<file path="src/rtl/vseg_pkg.sv">
package vseg_pkg;
  localparam int VA_W       = 32;
  localparam int PAGE_SHIFT = 13;
  localparam int ASID_W     = 8;
  localparam int CTX_LOW    = 4;
  localparam int VPN_W      = VA_W - PAGE_SHIFT;
  localparam int PTB_W      = VA_W - VPN_W - CTX_LOW;
  localparam int CODE_W     = 5;

  typedef enum logic [2:0] {
    REG_USEG, REG_KDIR0, REG_KDIR1, REG_SUPMAP, REG_KMAP
  } region_e;

  typedef enum logic [1:0] {
    ACT_NONE, ACT_DIRECT, ACT_FORWARD, ACT_ADDRERR
  } act_e;

  typedef enum logic [1:0] {
    TLB_HIT = 2'b00, TLB_MISS = 2'b01, TLB_INVAL = 2'b10, TLB_MOD = 2'b11
  } tlbres_e;

  localparam logic [CODE_W-1:0] CODE_MOD    = 5'd1;
  localparam logic [CODE_W-1:0] CODE_TLB_LD = 5'd2;
  localparam logic [CODE_W-1:0] CODE_TLB_ST = 5'd3;
  localparam logic [CODE_W-1:0] CODE_ADE_LD = 5'd4;
  localparam logic [CODE_W-1:0] CODE_ADE_ST = 5'd5;

  function automatic region_e region_of(input logic [VA_W-1:0] va);
    case (va[VA_W-1 -: 3])
      3'b100:  return REG_KDIR0;
      3'b101:  return REG_KDIR1;
      3'b110:  return REG_SUPMAP;
      3'b111:  return REG_KMAP;
      default: return REG_USEG;
    endcase
  endfunction

  function automatic logic [VA_W-1:0] strip_window(input logic [VA_W-1:0] va);
    return {3'b000, va[VA_W-4:0]};
  endfunction

  function automatic logic [VA_W-1:0] context_of(input logic [PTB_W-1:0] base,
                                                 input logic [VA_W-1:0] va);
    return {base, va[VA_W-1:PAGE_SHIFT], {CTX_LOW{1'b0}}};
  endfunction

  function automatic logic [VA_W-1:0] entryhi_of(input logic [VA_W-1:0] va,
                                                 input logic [ASID_W-1:0] asid);
    return {va[VA_W-1:PAGE_SHIFT], {(PAGE_SHIFT-ASID_W){1'b0}}, asid};
  endfunction
endpackage

</file>
<file path="src/rtl/vseg_classify.sv">
module vseg_classify
  import vseg_pkg::*;
(
  input  logic            valid,
  input  logic [VA_W-1:0] va,
  input  logic [1:0]      mode,
  input  logic            erl,
  output act_e            act,
  output logic [VA_W-1:0] phys
);
  logic is_kernel;
  logic is_super;

  assign is_kernel = (mode == 2'b00);
  assign is_super  = (mode == 2'b01);

  always_comb begin
    act  = ACT_FORWARD;
    phys = va;
    case (region_of(va))
      REG_USEG:   if (erl) act = ACT_DIRECT;
      REG_KDIR0,
      REG_KDIR1: begin
        if (is_kernel) begin
          act  = ACT_DIRECT;
          phys = strip_window(va);
        end else begin
          act = ACT_ADDRERR;
        end
      end
      REG_SUPMAP: act = (is_kernel || is_super) ? ACT_FORWARD : ACT_ADDRERR;
      REG_KMAP:   act = is_kernel ? ACT_FORWARD : ACT_ADDRERR;
      default:    act = ACT_ADDRERR;
    endcase
    if (!valid) act = ACT_NONE;
  end
endmodule

</file>
<file path="src/rtl/vseg_tlb_fault.sv">
module vseg_tlb_fault
  import vseg_pkg::*;
(
  input  logic              clk,
  input  logic              rst_n,
  input  logic              fwd_fire,
  input  logic [VA_W-1:0]   fwd_va,
  input  logic              fwd_store,
  input  logic              res_valid,
  input  logic [1:0]        res_kind,
  output logic              flt_fire,
  output logic [CODE_W-1:0] flt_code,
  output logic              flt_refill,
  output logic [VA_W-1:0]   flt_va
);
  logic [VA_W-1:0] pend_va;
  logic            pend_store;

  always_ff @(posedge clk or negedge rst_n) begin
    if (!rst_n) begin
      pend_va    <= '0;
      pend_store <= 1'b0;
    end else if (fwd_fire) begin
      pend_va    <= fwd_va;
      pend_store <= fwd_store;
    end
  end

  always_comb begin
    flt_fire   = res_valid && (tlbres_e'(res_kind) != TLB_HIT);
    flt_refill = res_valid && (tlbres_e'(res_kind) == TLB_MISS);
    flt_va     = pend_va;
    case (tlbres_e'(res_kind))
      TLB_MOD: flt_code = CODE_MOD;
      default: flt_code = pend_store ? CODE_TLB_ST : CODE_TLB_LD;
    endcase
  end
endmodule

</file>
<file path="src/rtl/vseg_capture.sv">
module vseg_capture
  import vseg_pkg::*;
(
  input  logic              clk,
  input  logic              rst_n,
  input  logic              take,
  input  logic [VA_W-1:0]   va,
  input  logic [ASID_W-1:0] asid,
  input  logic [PTB_W-1:0]  base,
  output logic [VA_W-1:0]   bad_va,
  output logic [VA_W-1:0]   ctx,
  output logic [VA_W-1:0]   ehi
);
  logic [VA_W-1:0] ctx_q;
  logic [VA_W-1:0] ehi_q;

  always_ff @(posedge clk or negedge rst_n) begin
    if (!rst_n) begin
      bad_va <= '0;
      ctx_q  <= '0;
      ehi_q  <= '0;
    end else if (take) begin
      bad_va <= va;
      ctx_q  <= context_of(base, va);
      ehi_q  <= entryhi_of(va, asid);
    end
  end

  assign ctx = ctx_q;
  assign ehi = ehi_q;

  assert_hold_R12: assert property (@(posedge clk) disable iff (!rst_n)
    !take |=> $stable(bad_va));
  assert_vpn_match_R12: assert property (@(posedge clk) disable iff (!rst_n)
    take |=> (ehi_q[VA_W-1:PAGE_SHIFT] == bad_va[VA_W-1:PAGE_SHIFT]) &&
             (ctx_q[VA_W-PTB_W-1:CTX_LOW] == bad_va[VA_W-1:PAGE_SHIFT]));
endmodule

</file>
<file path="src/rtl/vseg_decoder.sv">
module vseg_decoder
  import vseg_pkg::*;
(
  input  logic              clk,
  input  logic              rst_n,
  input  logic              req_valid,
  input  logic [VA_W-1:0]   req_addr,
  input  logic [1:0]        req_mode,
  input  logic              req_erl,
  input  logic              req_store,
  input  logic [ASID_W-1:0] cur_asid,
  input  logic [PTB_W-1:0]  pt_base,
  input  logic              tlb_res_valid,
  input  logic [1:0]        tlb_res_kind,
  output logic              tlb_req,
  output logic [VA_W-1:0]   tlb_vaddr,
  output logic              map_valid,
  output logic [VA_W-1:0]   map_addr,
  output logic              exc_valid,
  output logic [CODE_W-1:0] exc_code,
  output logic              exc_refill,
  output logic [VA_W-1:0]   bad_vaddr,
  output logic [VA_W-1:0]   ctx_out,
  output logic [VA_W-1:0]   ehi_out
);
  act_e              act;
  logic [VA_W-1:0]   direct_pa;
  logic              flt_fire;
  logic [CODE_W-1:0] flt_code;
  logic              flt_refill;
  logic [VA_W-1:0]   flt_va;
  logic              addr_err;
  logic              exc_fire;
  logic [VA_W-1:0]   exc_va;
  logic [CODE_W-1:0] exc_code_d;

  vseg_classify u_classify (
    .valid (req_valid),
    .va    (req_addr),
    .mode  (req_mode),
    .erl   (req_erl),
    .act   (act),
    .phys  (direct_pa)
  );

  assign tlb_req   = (act == ACT_FORWARD);
  assign tlb_vaddr = req_addr;
  assign addr_err  = (act == ACT_ADDRERR);

  vseg_tlb_fault u_fault (
    .clk        (clk),
    .rst_n      (rst_n),
    .fwd_fire   (tlb_req),
    .fwd_va     (req_addr),
    .fwd_store  (req_store),
    .res_valid  (tlb_res_valid),
    .res_kind   (tlb_res_kind),
    .flt_fire   (flt_fire),
    .flt_code   (flt_code),
    .flt_refill (flt_refill),
    .flt_va     (flt_va)
  );

  // An outstanding translation fault wins over a new address error.
  assign exc_fire   = flt_fire || addr_err;
  assign exc_va     = flt_fire ? flt_va : req_addr;
  assign exc_code_d = flt_fire ? flt_code : (req_store ? CODE_ADE_ST : CODE_ADE_LD);

  always_ff @(posedge clk or negedge rst_n) begin
    if (!rst_n) begin
      map_valid  <= 1'b0;
      map_addr   <= '0;
      exc_valid  <= 1'b0;
      exc_code   <= '0;
      exc_refill <= 1'b0;
    end else begin
      map_valid  <= (act == ACT_DIRECT);
      if (act == ACT_DIRECT) map_addr <= direct_pa;
      exc_valid  <= exc_fire;
      exc_code   <= exc_fire ? exc_code_d : '0;
      exc_refill <= flt_fire && flt_refill;
    end
  end

  vseg_capture u_capture (
    .clk    (clk),
    .rst_n  (rst_n),
    .take   (exc_fire),
    .va     (exc_va),
    .asid   (cur_asid),
    .base   (pt_base),
    .bad_va (bad_vaddr),
    .ctx    (ctx_out),
    .ehi    (ehi_out)
  );

  assert_user_fwd_R1: assert property (@(posedge clk) disable iff (!rst_n)
    (req_valid && !req_erl && !req_addr[VA_W-1]) |-> tlb_req && (tlb_vaddr == req_addr));
  assert_erl_identity_R2: assert property (@(posedge clk) disable iff (!rst_n)
    (req_valid && req_erl && !req_addr[VA_W-1] && !tlb_res_valid) |=>
      map_valid && (map_addr == $past(req_addr)) && !exc_valid);
  assert_no_fwd_window_R3: assert property (@(posedge clk) disable iff (!rst_n)
    tlb_req |-> (req_addr[VA_W-1:VA_W-2] != 2'b10));
  assert_kmap_kernel_only_R6: assert property (@(posedge clk) disable iff (!rst_n)
    (tlb_req && req_mode != 2'b00) |-> (req_addr[VA_W-1:VA_W-3] != 3'b111));
  assert_user_window_err_R7: assert property (@(posedge clk) disable iff (!rst_n)
    (req_valid && req_mode[1] && req_addr[VA_W-1] && !tlb_res_valid) |=>
      exc_valid && !exc_refill &&
      (exc_code == ($past(req_store) ? CODE_ADE_ST : CODE_ADE_LD)));
  assert_refill_code_R9: assert property (@(posedge clk) disable iff (!rst_n)
    exc_refill |-> exc_valid && (exc_code == CODE_TLB_LD || exc_code == CODE_TLB_ST));
  assert_modify_R10: assert property (@(posedge clk) disable iff (!rst_n)
    (tlb_res_valid && tlb_res_kind == 2'b11) |=> exc_valid && (exc_code == CODE_MOD));
  assert_hit_quiet_R11: assert property (@(posedge clk) disable iff (!rst_n)
    (tlb_res_valid && tlb_res_kind == 2'b00 && !req_valid) |=> !exc_valid);
endmodule

</file>
<file path="config.mk">
export PLATFORM = sky130hd
export DESIGN_NAME = vseg_decoder
export DESIGN_NICKNAME = d
export VERILOG_FILES = /design/src/rtl/vseg_pkg.sv /design/src/rtl/vseg_classify.sv /design/src/rtl/vseg_tlb_fault.sv /design/src/rtl/vseg_capture.sv /design/src/rtl/vseg_decoder.sv
export SDC_FILE = /design/constraint.sdc
export NUM_CORES = 1
export LEC_CHECK = 0
export ABC_AREA = 1
export BUFFER_PORTS_ARGS = -buffer_cell sky130_fd_sc_hd__buf_2
export CAP_MARGIN = 15
export CORE_UTILIZATION = 49
export DETAILED_ROUTE_END_ITERATION = 8
export PLACE_DENSITY = 0.89
export SLEW_MARGIN = 25
export SYNTH_ARGS = -nofsm -noshare
export SYNTH_HDL_FRONTEND = slang
export SYNTH_SLANG_ARGS = --single-unit
</file>
<file path="constraint.sdc">
create_clock -name clk -period 1 [get_ports clk]
set_input_delay 0.05 -clock clk [delete_from_list [all_inputs] [get_ports clk]]
set_output_delay 0.05 -clock clk [all_outputs]
set_load 0.01 [all_outputs]
</file>
==> metrics.txt <==
Critical Setup Path Class=reg2out; Syn Inst Count=640; period utilisation layout=104%; Longest Clk Path Bufs=2; Worst Skew=0.00729 ns; clock-pin slew on the worst setup and hold paths=0.06 ns; Pwr Density=2040 mW/mm^2; CTS tree=done; Top Ports=228; Die Y=109 um; die area=0.0118 mm^2; antenna violations before repair=0; Final WS setup=-0.0361 ns; status=finished with violations; row count=38; DP Area=0.00640 mm^2; area leader, netlist=dfrtp_1; GR peak layer=met2; fin. max-slew vios=0; overall routed net length=14400 um; GPL Wtd Cong=0.789; Initial Util=50.8%; Layout area overhead=40.8%; CP arrival=0.99 ns; met3 Use GR=4.54%; Routed WL per cell=14.0 um; Post-Syn Area=0.00558 mm^2; Max Cap Viol=0; H-tree depth=4; post-synthesis sequential area ratio=53.8%; post-synth cell types=21; CP Cell Sequence=buf_2; vias in the first global route=4681; post-place setup slack=-0.206 ns; Pleak=4.32 nW; layout cells sized above 1=35.9%; post-synth top area share=53.8%; critical path launch point type=register; family with the most delay on the worst path=flip-flops; unrepaired setup endpoints after global routing=true; placeable core area=0.0110 mm^2; Die X=109 um; drt drc=0; Design Area, Final=0.00786 mm^2; Most used DFF post-synth=dfrtp_1; via/cell ratio=4.92; Final Hold Fails=0; CP bufs+invs=1; Critical Path RT=0.95 ns; Clock Sinks=120; maximum VDD drop=1.19 mV; HP Class=in2reg; max incr delay on CP=0.42 ns; total power=16.0 mW; fill cell count=761; antenna-violating nets left=0; yosys warns=0; synth top area cells=dfrtp_1 54%, nand2_1 13%, buf_4 12%; first-pass GRT wire length=22200 um; DR pass1 iterations=5; largest net degree at the start of global routing=38; Syn Area/Cell=8.72 um^2; fin crit period=1.04 ns; number of port buffers=216; Non-Filler Instances=1028; met2 GRT Util=43.2%; Crit. End Element=primary output; highest clock rate=965 MHz; crit path max fanout=4; CTS root buffer=clkbuf_16; DR iter-0 viols=259; vias post-DR=5055; failing checks=setup timing; grt ovf=0; CTS buffer count=17; post-synthesis sequential element count=120; critical path's slowest cell=dfrtp_1; Clk Latency, worst-skew pair=0.40 ns; grt met1 use=29.5%; final setup fails=41; ys async rst share=100%; gr usage total=24.3%; Cells after DPL=918; layout net count=934; Diodes inserted=0; Detailed Place HPWL=8580 um; number of synthesized flops with an enable pin=0
-- tightest hold or removal path, cell delays in order --
cell,delay [ns]
buf_6,0.11
inv_2,0.08
buf_4,0.11
o21ai_1,0.06
-- final timing paths --
path / startpoint / endpoint / slack, ns / depth (start not counted)
hold / removal: req_addr[31] / u_fault.flt_va[31] / 0.06 / 4
setup / recovery: u_capture.bad_va[28] / ctx_out[19] / -0.04 / 1
hold reg to reg: map_addr[13] / map_addr[13] / 0.48 / 2
setup reg to reg: map_addr[29] / map_addr[29] / 0.08 / 4
max in group asynchronous: rst_n / u_fault.pend_store / 0.42 / 3
min in group asynchronous: rst_n / u_capture.ehi[3] / 0.07 / 2
-- per-layer routing --
layer	vias to the layer above	wire [um]	part of all wire, %
li1	2408	-	-
met1	2418	6010	42
met2	204	7280	51
met3	25	874	6.1
met4	0	247	1.7
met5	-	0	0
-- cell type report --
type | instances | area [um^2] | area share [%]
clock inverters | 13 | 193 | 2.45
clock buffers | 19 | 453 | 5.76
inverters | 41 | 154 | 1.96
well taps | 140 | 175 | 2.23
multi-input cells | 373 | 1670 | 21.2
flip-flops and latches | 120 | 3000 | 38.2
repair buffers | 322 | 2210 | 28.2
-- synthesized netlist by cell type (3+ instances only) --
| cell | count |
|---|---|
| buf_4 | 87 |
| o21ai_0 | 64 |
| inv_1 | 38 |
| nand2_2 | 3 |
| nand3_1 | 51 |
| o21ai_2 | 5 |
| clkbuf_1 | 13 |
| inv_2 | 3 |
| o21ai_1 | 30 |
| buf_6 | 7 |
| nand2_1 | 200 |
| dfrtp_1 | 120 |
| nor2_1 | 5 |
| buf_2 | 7 |
-- flip-flops by register name, summed over array words and instances (netlist names), 3 cells and up --
name              cells
map_addr             32
u_fault.flt_va       32
u_capture.bad_va     31
u_capture.ctx        10
u_capture.ehi         8
exc_code              3
-- power breakdown --
part / switching (mW) / internal (mW) / leakage (nW)
clock network: 2.27 / 4.33 / 0.298
logic: 1.79 / 1.57 / 2.54
registers: 0.462 / 5.58 / 1.49
-- timing repair --
item	in CTS	in global routing
setup endpoints to repair	59	84
resized for setup	4	13
hold buffers	51	0
gates cloned	1	0
buffers inserted	7	19
hold endpoints to repair	198	0
pin swaps	1	3
-- placed cells by master, fill, tap and decap left out, drive strengths merged, types with 2 or more instances in the layout --
cell type,netlist,layout
buf,102,270
bufinv,0,4
clkbuf,14,19
clkinv,0,2
clkinvlp,0,5
conb,1,11
dfrtp,120,120
dlygate4sd3,0,51
inv,41,43
nand2,203,203
nand3,51,51
nor2,5,5
o21ai,99,99
-- through the flow --
step	setup TNS [ns]	hold slack (ns)	util [%]
2_1_floorplan	0	-0.246	-
3_3_place_gp	-14.39	-0.0500	58.2
3_5_place_dp	-16.82	-0.0516	58.2
4_1_cts	-1.11	0.0544	69.7
5_1_grt	-2.65	0.0658	71.6
6_report	-0.485	0.0586	71.6
-- logic make-up after synthesis --
kind of cell / Yosys count / synth area share (%)
compound gates: 101 / 9.70
flops: 120 / 53.8
other cells: 1 / 0.0672
simple gates: 261 / 18.9
buf+inv: 157 / 17.5
No activity file was read; power rests on OpenSTA's default activity.
